### src/rtl/sq_pkg.sv
package sq_pkg;
  typedef enum logic [1:0] {
    OP_LOAD   = 2'd0,
    OP_STORE  = 2'd1,
    OP_FENCE  = 2'd2,
    OP_ATOMIC = 2'd3
  } sq_op_e;

  typedef enum logic [1:0] {
    ST_IDLE   = 2'd0,
    ST_AT_RD  = 2'd1,
    ST_AT_WR  = 2'd2
  } sq_state_e;
endpackage

### src/rtl/sq_fifo.sv
module sq_fifo #(
  parameter int DEPTH = 4,
  parameter int AW    = 8,
  parameter int DW    = 32,
  localparam int PW   = $clog2(DEPTH),
  localparam int CW   = $clog2(DEPTH + 1)
) (
  input  logic          clk,
  input  logic          rst,
  input  logic          push,
  input  logic [AW-1:0] push_addr,
  input  logic [DW-1:0] push_data,
  input  logic          pop,
  input  logic [AW-1:0] look_addr,
  output logic          hit,
  output logic [DW-1:0] hit_data,
  output logic [AW-1:0] head_addr,
  output logic [DW-1:0] head_data,
  output logic [CW-1:0] count
);
  logic [AW-1:0] addr_q [DEPTH];
  logic [DW-1:0] data_q [DEPTH];
  logic [PW-1:0] head_q, tail_q;
  logic [CW-1:0] count_q;

  always_ff @(posedge clk) begin
    if (push) begin
      addr_q[tail_q] <= push_addr;
      data_q[tail_q] <= push_data;
    end
  end

  always_ff @(posedge clk) begin
    if (rst) begin
      head_q  <= '0;
      tail_q  <= '0;
      count_q <= '0;
    end else begin
      if (push) tail_q <= tail_q + 1'b1;
      if (pop)  head_q <= head_q + 1'b1;
      case ({push, pop})
        2'b10:   count_q <= count_q + 1'b1;
        2'b01:   count_q <= count_q - 1'b1;
        default: count_q <= count_q;
      endcase
    end
  end

  // Search from oldest to youngest; later matches overwrite earlier ones.
  always_comb begin
    hit      = 1'b0;
    hit_data = '0;
    for (int i = 0; i < DEPTH; i++) begin
      logic [PW-1:0] k;
      k = head_q + PW'(i);
      if ((CW'(i) < count_q) && (addr_q[k] == look_addr)) begin
        hit      = 1'b1;
        hit_data = data_q[k];
      end
    end
  end

  assign head_addr = addr_q[head_q];
  assign head_data = data_q[head_q];
  assign count     = count_q;
endmodule

### src/rtl/sq_ctrl.sv
module sq_ctrl
  import sq_pkg::*;
#(
  parameter int AW = 8,
  parameter int DW = 32
) (
  input  logic          clk,
  input  logic          rst,
  input  logic          req_valid,
  input  sq_op_e        op,
  input  logic [AW-1:0] req_addr,
  input  logic [DW-1:0] req_wdata,
  input  logic [DW-1:0] req_cmp,
  output logic          req_ready,
  output logic          resp_valid,
  output logic [DW-1:0] resp_data,
  input  logic          q_empty,
  input  logic          q_full,
  input  logic          fwd_hit,
  input  logic [DW-1:0] fwd_data,
  input  logic [AW-1:0] head_addr,
  input  logic [DW-1:0] head_data,
  output logic          push,
  output logic          pop,
  output logic          mem_req,
  output logic          mem_we,
  output logic [AW-1:0] mem_addr,
  output logic [DW-1:0] mem_wdata,
  input  logic          mem_gnt,
  input  logic [DW-1:0] mem_rdata
);
  sq_state_e     state_q, state_d;
  logic [DW-1:0] old_q, old_d;
  logic          miss_ld;

  assign miss_ld = req_valid && (op == OP_LOAD) && !fwd_hit;

  always_comb begin
    state_d   = state_q;
    old_d     = old_q;
    req_ready = 1'b0;
    push      = 1'b0;
    pop       = 1'b0;
    mem_req   = 1'b0;
    mem_we    = 1'b0;
    mem_addr  = req_addr;
    mem_wdata = req_wdata;
    unique case (state_q)
      ST_AT_RD: begin
        mem_req = 1'b1;
        if (mem_gnt) begin
          old_d   = mem_rdata;
          state_d = ST_AT_WR;
        end
      end
      ST_AT_WR: begin
        if (old_q == req_cmp) begin
          mem_req = 1'b1;
          mem_we  = 1'b1;
          if (mem_gnt) begin
            req_ready = 1'b1;
            state_d   = ST_IDLE;
          end
        end else begin
          req_ready = 1'b1;
          state_d   = ST_IDLE;
        end
      end
      default: begin
        if (miss_ld) begin
          mem_req = 1'b1;
        end else if (!q_empty) begin
          mem_req   = 1'b1;
          mem_we    = 1'b1;
          mem_addr  = head_addr;
          mem_wdata = head_data;
          pop       = mem_gnt;
        end
        if (req_valid) begin
          unique case (op)
            OP_LOAD:  req_ready = fwd_hit || mem_gnt;
            OP_STORE: begin
              req_ready = !q_full;
              push      = !q_full;
            end
            OP_FENCE: req_ready = q_empty;
            default:  if (q_empty) state_d = ST_AT_RD;
          endcase
        end
      end
    endcase
  end

  always_ff @(posedge clk) begin
    if (rst) begin
      state_q    <= ST_IDLE;
      old_q      <= '0;
      resp_valid <= 1'b0;
      resp_data  <= '0;
    end else begin
      state_q    <= state_d;
      old_q      <= old_d;
      resp_valid <= req_valid && req_ready;
      if (req_valid && req_ready) begin
        unique case (op)
          OP_LOAD:   resp_data <= fwd_hit ? fwd_data : mem_rdata;
          OP_ATOMIC: resp_data <= old_q;
          default:   resp_data <= '0;
        endcase
      end
    end
  end
endmodule

### src/rtl/tso_store_queue.sv
module tso_store_queue
  import sq_pkg::*;
#(
  parameter int DEPTH = 8,
  parameter int AW    = 16,
  parameter int DW    = 32,
  localparam int CW   = $clog2(DEPTH + 1)
) (
  input  logic          clk,
  input  logic          rst,
  input  logic          req_valid,
  input  logic [1:0]    req_op,
  input  logic [AW-1:0] req_addr,
  input  logic [DW-1:0] req_wdata,
  input  logic [DW-1:0] req_cmp,
  output logic          req_ready,
  output logic          resp_valid,
  output logic [DW-1:0] resp_data,
  output logic          mem_req,
  output logic          mem_we,
  output logic [AW-1:0] mem_addr,
  output logic [DW-1:0] mem_wdata,
  input  logic          mem_gnt,
  input  logic [DW-1:0] mem_rdata,
  output logic          sb_empty,
  output logic          sb_full,
  output logic [CW-1:0] sb_count
);
  logic          push, pop, fwd_hit;
  logic [DW-1:0] fwd_data, head_data;
  logic [AW-1:0] head_addr;
  logic [CW-1:0] count;

  sq_fifo #(.DEPTH(DEPTH), .AW(AW), .DW(DW)) u_fifo (
    .clk       (clk),
    .rst       (rst),
    .push      (push),
    .push_addr (req_addr),
    .push_data (req_wdata),
    .pop       (pop),
    .look_addr (req_addr),
    .hit       (fwd_hit),
    .hit_data  (fwd_data),
    .head_addr (head_addr),
    .head_data (head_data),
    .count     (count)
  );

  sq_ctrl #(.AW(AW), .DW(DW)) u_ctrl (
    .clk        (clk),
    .rst        (rst),
    .req_valid  (req_valid),
    .op         (sq_op_e'(req_op)),
    .req_addr   (req_addr),
    .req_wdata  (req_wdata),
    .req_cmp    (req_cmp),
    .req_ready  (req_ready),
    .resp_valid (resp_valid),
    .resp_data  (resp_data),
    .q_empty    (sb_empty),
    .q_full     (sb_full),
    .fwd_hit    (fwd_hit),
    .fwd_data   (fwd_data),
    .head_addr  (head_addr),
    .head_data  (head_data),
    .push       (push),
    .pop        (pop),
    .mem_req    (mem_req),
    .mem_we     (mem_we),
    .mem_addr   (mem_addr),
    .mem_wdata  (mem_wdata),
    .mem_gnt    (mem_gnt),
    .mem_rdata  (mem_rdata)
  );

  assign sb_count = count;
  assign sb_empty = (count == '0);
  assign sb_full  = (count == CW'(DEPTH));
endmodule

### config.mk
export PLATFORM = sky130hd
export DESIGN_NAME = tso_store_queue
export DESIGN_NICKNAME = d
export VERILOG_FILES = /design/src/rtl/sq_pkg.sv /design/src/rtl/sq_fifo.sv /design/src/rtl/sq_ctrl.sv /design/src/rtl/tso_store_queue.sv
export SDC_FILE = /design/constraint.sdc
export NUM_CORES = 2
export LEC_CHECK = 0
export ABC_AREA = 1
export BUFFER_PORTS_ARGS = -buffer_cell sky130_fd_sc_hd__buf_2
export CAP_MARGIN = 10
export CORE_MARGIN = 5
export CORE_UTILIZATION = 40
export CTS_CLUSTER_SIZE = 20
export DETAILED_ROUTE_END_ITERATION = 8
export PLACE_DENSITY = 0.63
export SYNTH_ARGS = -nofsm -noshare
export SYNTH_HDL_FRONTEND = slang
export SYNTH_SLANG_ARGS = --single-unit
### constraint.sdc
create_clock -name clk -period 4.3 [get_ports clk]
set_input_delay 0.215 -clock clk [delete_from_list [all_inputs] [get_ports clk]]
set_output_delay 0.215 -clock clk [all_outputs]
set_load 0.01 [all_outputs]
# Word-level counts from Yosys, hierarchy flattened
# Memory sizes are Yosys's and may differ from the RTL's. A register that Yosys moved wholly into a read port is not among the register bits.
# Index checks and enable logic that the tools add are counted.
[totals] ramBits=384 out_inout_bits=90 register_bits=77 in_bits=118 memories=2
[classes] magnitude_cmp=8 add_sub_neg=10 n_eq_ne=20 n_mux=55 reduce_logical=23
[mem_list] name="u_fifo.data_q" words=8 word_bits=32 rd=8 rd_clocked_by_memory_dff=1 wr=1 line_no="sq_fifo.sv:22" text="logic [DW-1:0] data_q [DEPTH];"
[mem_list] name="u_fifo.addr_q" words=8 word_bits=16 rd=8 rd_clocked_by_memory_dff=1 wr=1 line_no="sq_fifo.sv:21" text="logic [AW-1:0] addr_q [DEPTH];"
[op_table] operator="$mux 32" count=12
[op_table] operator="$eq 16x16->1" count=8
[op_table] operator="$pmux 32 s2" count=1
[op_table] operator="$mux 16" count=3
[op_table] operator="$eq 32x32->1" count=1
[op_table] operator="$mux 1" count=23
[op_table] operator="$lt 3x4->1 const A" count=4
[op_table] operator="$add 3x3->3 const B" count=4
[op_table] operator="$mux 2" count=6
[op_table] operator="$mux 3" count=4
[op_table] operator="$logic_and 1x1->1" count=11
[op_table] operator="$eq 2x2->1 const B" count=4
[op_table] operator="$lt 1x4->1 const A" count=2
[op_table] operator="$lt 2x4->1 const A" count=2
[op_table] operator="$pmux 4 s2" count=1
[op_table] operator="$add 3x1->3 const B" count=2
[op_table] operator="$add 3x2->3 const B" count=2
[op_table] operator="$eq 2x1->1 const B" count=3
[op_table] operator="$pmux 1 s2" count=3
[op_table] operator="$reduce_bool 3->1" count=2
[op_table] operator="$reduce_and 5->1" count=1
[op_table] operator="$add 4x1->4 const B" count=1
[op_table] operator="$eq 4x4->1 const B" count=1
[op_table] operator="$logic_not 4->1" count=1
[op_table] operator="13 further kinds" count=14

# Logic depth before layout (Yosys ltp)
# An unclocked memory read counts as a cell.
[logic_depth] word_depth=17 depth_mapped=35 mapped_depth_nobuf=27

# Hierarchy
# A second synthesis with hierarchy kept.
[unflattened] cells_unflattened=5606 hier_area_um2=36836.6
[by_module_without_submodules] module="sq_fifo" area_each_um2=32319.7 n_inst=1 cells_each=4923
[by_module_without_submodules] module="sq_ctrl" area_each_um2=4483.0 n_inst=1 cells_each=674
[by_module_without_submodules] module="tso_store_queue" area_each_um2=33.8 n_inst=1 cells_each=9

# Worst setup path after synthesis
# No wires, ideal clock.
[synth_timing] path_type="reg-to-reg" startpoint="reg u_fifo.head_q[0]" endpoint="reg u_fifo.count_q[3] (netlist: u_fifo.count[3])" arrival_ns=4.116 period_less_slack_ns=4.235 required_time_ns=4.181 n_path_buf=8 slack_ns=0.065 stages_incl_launch_ff=31 setup_ns=0.119 cell_sequence="dfxtp_1 buf_6 inv_4 buf_6 buf_2 clkbuf_1 buf_2 ha_1 inv_2 buf_2 clkbuf_1 nand2_1 nand3_1 nand2_1 xor2_1 nor3_1 nand3_1 nand2_1 nor2_1 nand2_2 inv_2 nand3_1 nand3_2 buf_4 nor2_4 ha_1 inv_1 o22ai_1 nand3b_1 o21ai_0 a21oi_1"
[synth_via] elab_chain_cells=17
[synth_lines] element="start, declared" line_no="sq_fifo.sv:23" text="logic [PW-1:0] head_q, tail_q;"
[synth_lines] element="start signal, assigned" line_no="sq_fifo.sv:40" text="if (pop) head_q <= head_q + 1'b1;"
[synth_lines] element="$add 3x1->3" line_no="sq_fifo.sv:55" text="k = head_q + PW'(i);"
[synth_lines] element="$mem_v2 8x16 *"
[synth_lines] element="$eq 16x16->1" line_no="sq_fifo.sv:56" text="if ((CW'(i) < count_q) && (addr_q[k] == look_addr)) begin"
[synth_lines] element="$logic_and 1x1->1" line_no="sq_fifo.sv:56"
[synth_lines] element="$mux 1 (6 in series)" line_no="sq_fifo.sv:56"
[synth_lines] element="$mux 1 *" line_no="sq_fifo.sv:56"
[synth_lines] element="$logic_not 1->1 *" line_no="sq_ctrl.sv:36" text="assign miss_ld = req_valid && (op == OP_LOAD) && !fwd_hit;"
[synth_lines] element="$logic_and 1x1->1 *" line_no="sq_ctrl.sv:36"
[synth_lines] element="$mux 1 *" line_no="sq_ctrl.sv:70" text="if (miss_ld) begin"
[synth_lines] element="$mux 1 *" line_no="sq_ctrl.sv:48" text="unique case (state_q)"
[synth_lines] element="$eq 2x1->1 / $eq 2x2->1 (equally long branches)" line_no="sq_fifo.sv:41" text="case ({push, pop})"
[synth_lines] element="$pmux 4 s2 / $reduce_bool 2->1 (equally long branches)"
[synth_lines] element="end signal, assigned" line_no="sq_fifo.sv:42" text="2'b10: count_q <= count_q + 1'b1;"
[synth_lines] element="end signal, assigned" line_no="sq_fifo.sv:43" text="2'b01: count_q <= count_q - 1'b1;"
[synth_lines] element="end signal, assigned" line_no="sq_fifo.sv:44" text="default: count_q <= count_q;"
[synth_lines] element="end, declared" line_no="sq_fifo.sv:24" text="logic [CW-1:0] count_q;"
# Mark *: on every way between the ends. The rest lies on a longest branch, timed or not.
# A chain may end at the register's enable or synchronous reset.

# Worst setup path in the final report
[layout_timing] startpoint="reg u_fifo.head_q[0]" endpoint="out mem_addr[8]"
[layout_via] elab_chain_cells=15
[layout_lines] element="$add 3x1->3" line_no="sq_fifo.sv:55"
[layout_lines] element="$mem_v2 8x16 *"
[layout_lines] element="$eq 16x16->1" line_no="sq_fifo.sv:56"
[layout_lines] element="$logic_and 1x1->1" line_no="sq_fifo.sv:56"
[layout_lines] element="$mux 1 (6 in series)" line_no="sq_fifo.sv:56"
[layout_lines] element="$mux 1 *" line_no="sq_fifo.sv:56"
[layout_lines] element="$logic_not 1->1 *" line_no="sq_ctrl.sv:36"
[layout_lines] element="$logic_and 1x1->1 *" line_no="sq_ctrl.sv:36"
[layout_lines] element="$mux 16 *" line_no="sq_ctrl.sv:70"
[layout_lines] element="$mux 16 *" line_no="sq_ctrl.sv:48"
[layout_lines] element="end, declared" line_no="tso_store_queue.sv:21" text="output logic [AW-1:0] mem_addr,"
# Marked as above.

==> metrics.txt <==
status=complete, no violations; Max Fanout on Critical Path=27; clock latency on the worst-skew pair=0.69 ns; Filler Cell Count=9479; CTS tree=yes; RSZ-0062 raised after global routing=yes; remaining antenna violation count=0; layout cell share with drive strength beyond 1=0.09777; # nets final=6149; post-synthesis register bit count=around 460; port bufs=207; Slew HR=0.04593; post-place setup slack=between 0.15 and 0.2 ns; Reg2Reg Depth=27; initial antenna violation count=3; via count=41100; Critical Path, Cell by Cell=inv_6 > ha_4 > buf_12 > clkbuf_16 > nand3_1 > nand3_1 > nand2_1 > nand2_1 > nand2_1 > nor3_2 > nand2_1 > nor2_1 > nand3_2 > nand2_2 > nor2_4 > nand2_4 > inv_4 > nand3_4 > nand3_4 > buf_12 > o21ai_2 > buf_2; R2R Path Start=u_fifo.head_q[0]$_SDFFE_PP0N_; total clock buffers created by CTS=57; Tot GR Track Use=0.2957; post-synth top area share=0.3104; Main synth FF type=edfxtp_1; Die W=314.7 µm; clock-pin slew on the worst setup and hold paths=0.06 ns; reg-to-reg slack, setup=roughly 0.33 ns; Worst Setup End Kind=output port; count of pins over their slew limit=0; initial core utilization=0.4040; Fmax=0.2395 GHz; Clock Path Buffers=3; vias in the first global route=36260; drt wl/cell=21.36 µm; routability cong.=1.004; top-count cell post-synth=nand2_1; overall die height=about 310 µm; row count=roughly 110; First DRT Iteration DRCs=5255; Remaining DRCs=0; Post-Syn Nets=approximately 6000; gr ovfl total=0; LEAKAGE=19.28 nW; IO Pins=208; Core ar.=91940 µm²; Yosys Warn Count=0; Core Util, Final=0.4705; Synth area leaders=edfxtp_1 31%, nand2_1 22%, o21ai_0 9.9%; Crit Path Class=flop to output port; Slowest-stage cell, CP=dfxtp_4; part of the Yosys area used for sequential elements=0.3536; final worst clock skew=0.05654 ns; largest net degree at the start of global routing=232; clock sink count=approximately 460; crit-path max cell delay=0.40 ns; WP data arrival=3.96 ns; global-route wire length before repair=~230 mm; final wirelength=between 150 and 200 mm; Post-Syn Instances=5910; worst slew pin tran=roughly 1.4 ns; root buf cell=clkbuf_16; ys async rst share=0; period utilisation layout=0.9709; VDD IR max=0.6487 mV; Synth Cell Area=approximately 37000 µm²; CP Launch Type=flop; power per standard cell area=644.9 nW/µm²; reg2reg end=u_ctrl.resp_data[16]$_SDFFE_PP0P_; dominant cell type by area after synthesis=edfxtp_1; Period minus WS final=4.175 ns; EDFF count, synth=384; maxcap violations=0; Setup-failing EPs final=0; hold path depth=1; DIE AREA=99050 µm²; Synth cell types=50; synthesized area per cell=about 6.3 µm²; worst path required time=between 4 and 5 ns; number of vias per cell=5.623; most frequent CP cell=nand2_1; hold path start=req_addr[3]; dpl hpwl=98.31 mm; fin worst setup slack=between 0.1 and 0.15 ns; H-tree levels=2; Hold Path Sink=u_fifo.addr_q[4][3]$_DFFE_PP_; DRT Pass-1 Iters=6; Tightest Hold Check Type=input port to flop; synth cell count leaders=2200 x nand2_1, 733 x o21ai_0, 509 x nand3_1; area grow syn2layout=16.47%; final hold vios=0
worst max-delay path by stage:
stage | cells after the start | startpoint | end
floorplan | 30 | u_fifo.head_q[0]$_SDFFE_PP0N_ | u_fifo.count[3]$_SDFFE_PP0P_
global placement | 20 | u_fifo.head_q[2]$_SDFFE_PP0N_ | mem_addr[8]
detailed placement | 22 | u_fifo.head_q[2]$_SDFFE_PP0N_ | mem_addr[8]
CTS | 24 | u_fifo.head_q[1]$_SDFFE_PP0N_ | mem_wdata[27]
global route | 24 | u_fifo.head_q[0]$_SDFFE_PP0N_ | mem_wdata[5]
finish | 22 | u_fifo.head_q[0]$_SDFFE_PP0N_ | mem_addr[8]
flip-flops by register name, summed over array words and instances, names as in the netlist, named ones only:
name	flops
u_fifo.count	4
u_ctrl.resp_valid	1
u_fifo.addr_q	128
u_fifo.head_q	3
u_ctrl.state_q	2
u_ctrl.resp_data	32
u_fifo.tail_q	3
u_ctrl.old_q	32
u_fifo.data_q	256
stage by stage:
step / cells / hold slack (ns) / setup TNS, ns / cell area [µm²] / total power [mW]
2_1_floorplan: 5910 / 0.3139 / 0 / 37140 / 16.26
3_3_place_gp: 7097 / 0.4524 / 0 / 39580 / 21.06
3_5_place_dp: 7097 / 0.4519 / 0 / 39580 / 21.17
4_1_cts: 7294 / 0.003856 / -0.002455 / 42670 / 26.81
5_1_grt: 7308 / 0.02153 / -2.308 / 43260 / 29.72
6_report: 7309 / 0.03435 / 0 / 43260 / 27.90
routing by layer:
metal | routed length (µm) | track usage | vias up
met5 | 15 | 0 | -
met4 | 6330 | 0.1009 | 2
met3 | 17680 | 0.05456 | 389
met2 | 66290 | 0.4574 | 2373
met1 | 65820 | 0.4173 | 18720
li1 | - | - | 19610
critical path, delay by kind of cell, from the launching register on:
kind | cells | cell delay, ns
adder cells (fa/ha/maj) | 1 | 0.37
buffers and inverters | 6 | 0.85
flip-flops | 1 | 0.40
AO/OA/AOI/OAI | 1 | 0.21
AND/OR/NAND/NOR | 14 | 1.40
cells by family after synthesis:
group                      Yosys count  synth area share
and+or+nand+nor                   3278            0.3557
xor gates and xnor gates            53           0.01321
AOI/OAI and AO/OA                 1219            0.1739
adders and majority gates           14          0.004716
muxes                                6          0.001617
buffers and inverters              876           0.09728
DFF                                464            0.3536
cell usage in the layout, fill, tap and decap left out, types with 6 or more instances in the layout:
master	instances
o211ai_1	44
nand3_1	492
nand2_4	6
o22ai_1	19
buf_6	6
clkbuf_1	8
clkinv_1	8
inv_2	8
nand3_2	17
edfxtp_1	384
nor2_1	461
xor2_1	38
nor3_1	10
clkbuf_8	6
dlygate4sd3_1	76
nand2_2	14
mux2i_1	6
o21ai_1	90
dfxtp_1	74
clkbuf_16	72
a211oi_1	57
nor2_4	14
xnor2_1	7
clkinv_2	10
o21ai_0	722
buf_2	206
nor2_2	14
nand4_1	37
buf_4	115
a21oi_1	234
xor2_2	6
ha_1	13
nand2_1	2187
buf_12	35
inv_1	444
a31oi_1	32
buf_16	7
where the power goes:
| group | total (mW) | internal (mW) | switching (mW) |
|---|---|---|---|
| clock network | 5.13 | 3.00 | 2.13 |
| registers | 5.20 | 5.03 | 0.171 |
| logic | 17.6 | 5.33 | 12.2 |
cell type report:
class / instances / area (µm²) / area share
clock inverters: 32 / 354.1 / 0.008185
well taps: 1243 / 1555 / 0.03595
inverters: 465 / 1802 / 0.04165
clock buffers: 75 / 1639 / 0.03789
repair inverters: 1 / 16.27 / 0.0003760
multi-input cells: 4570 / 20800 / 0.4809
repair buffers: 458 / 3939 / 0.09105
flip-flops and latches: 464 / 13150 / 0.3040
diodes: 1 / 2.502 / 0.00005784
repair_timing:
item	in CTS	in global routing
endpoints found under the setup margin	48	55
pin swaps	2	15
setup buffers	10	4
gates resized for setup	35	80
hold endpoints to repair	384	0
hold buffers	76	0
gates cloned	4	12
No activity file was read; power rests on OpenSTA's default activity.
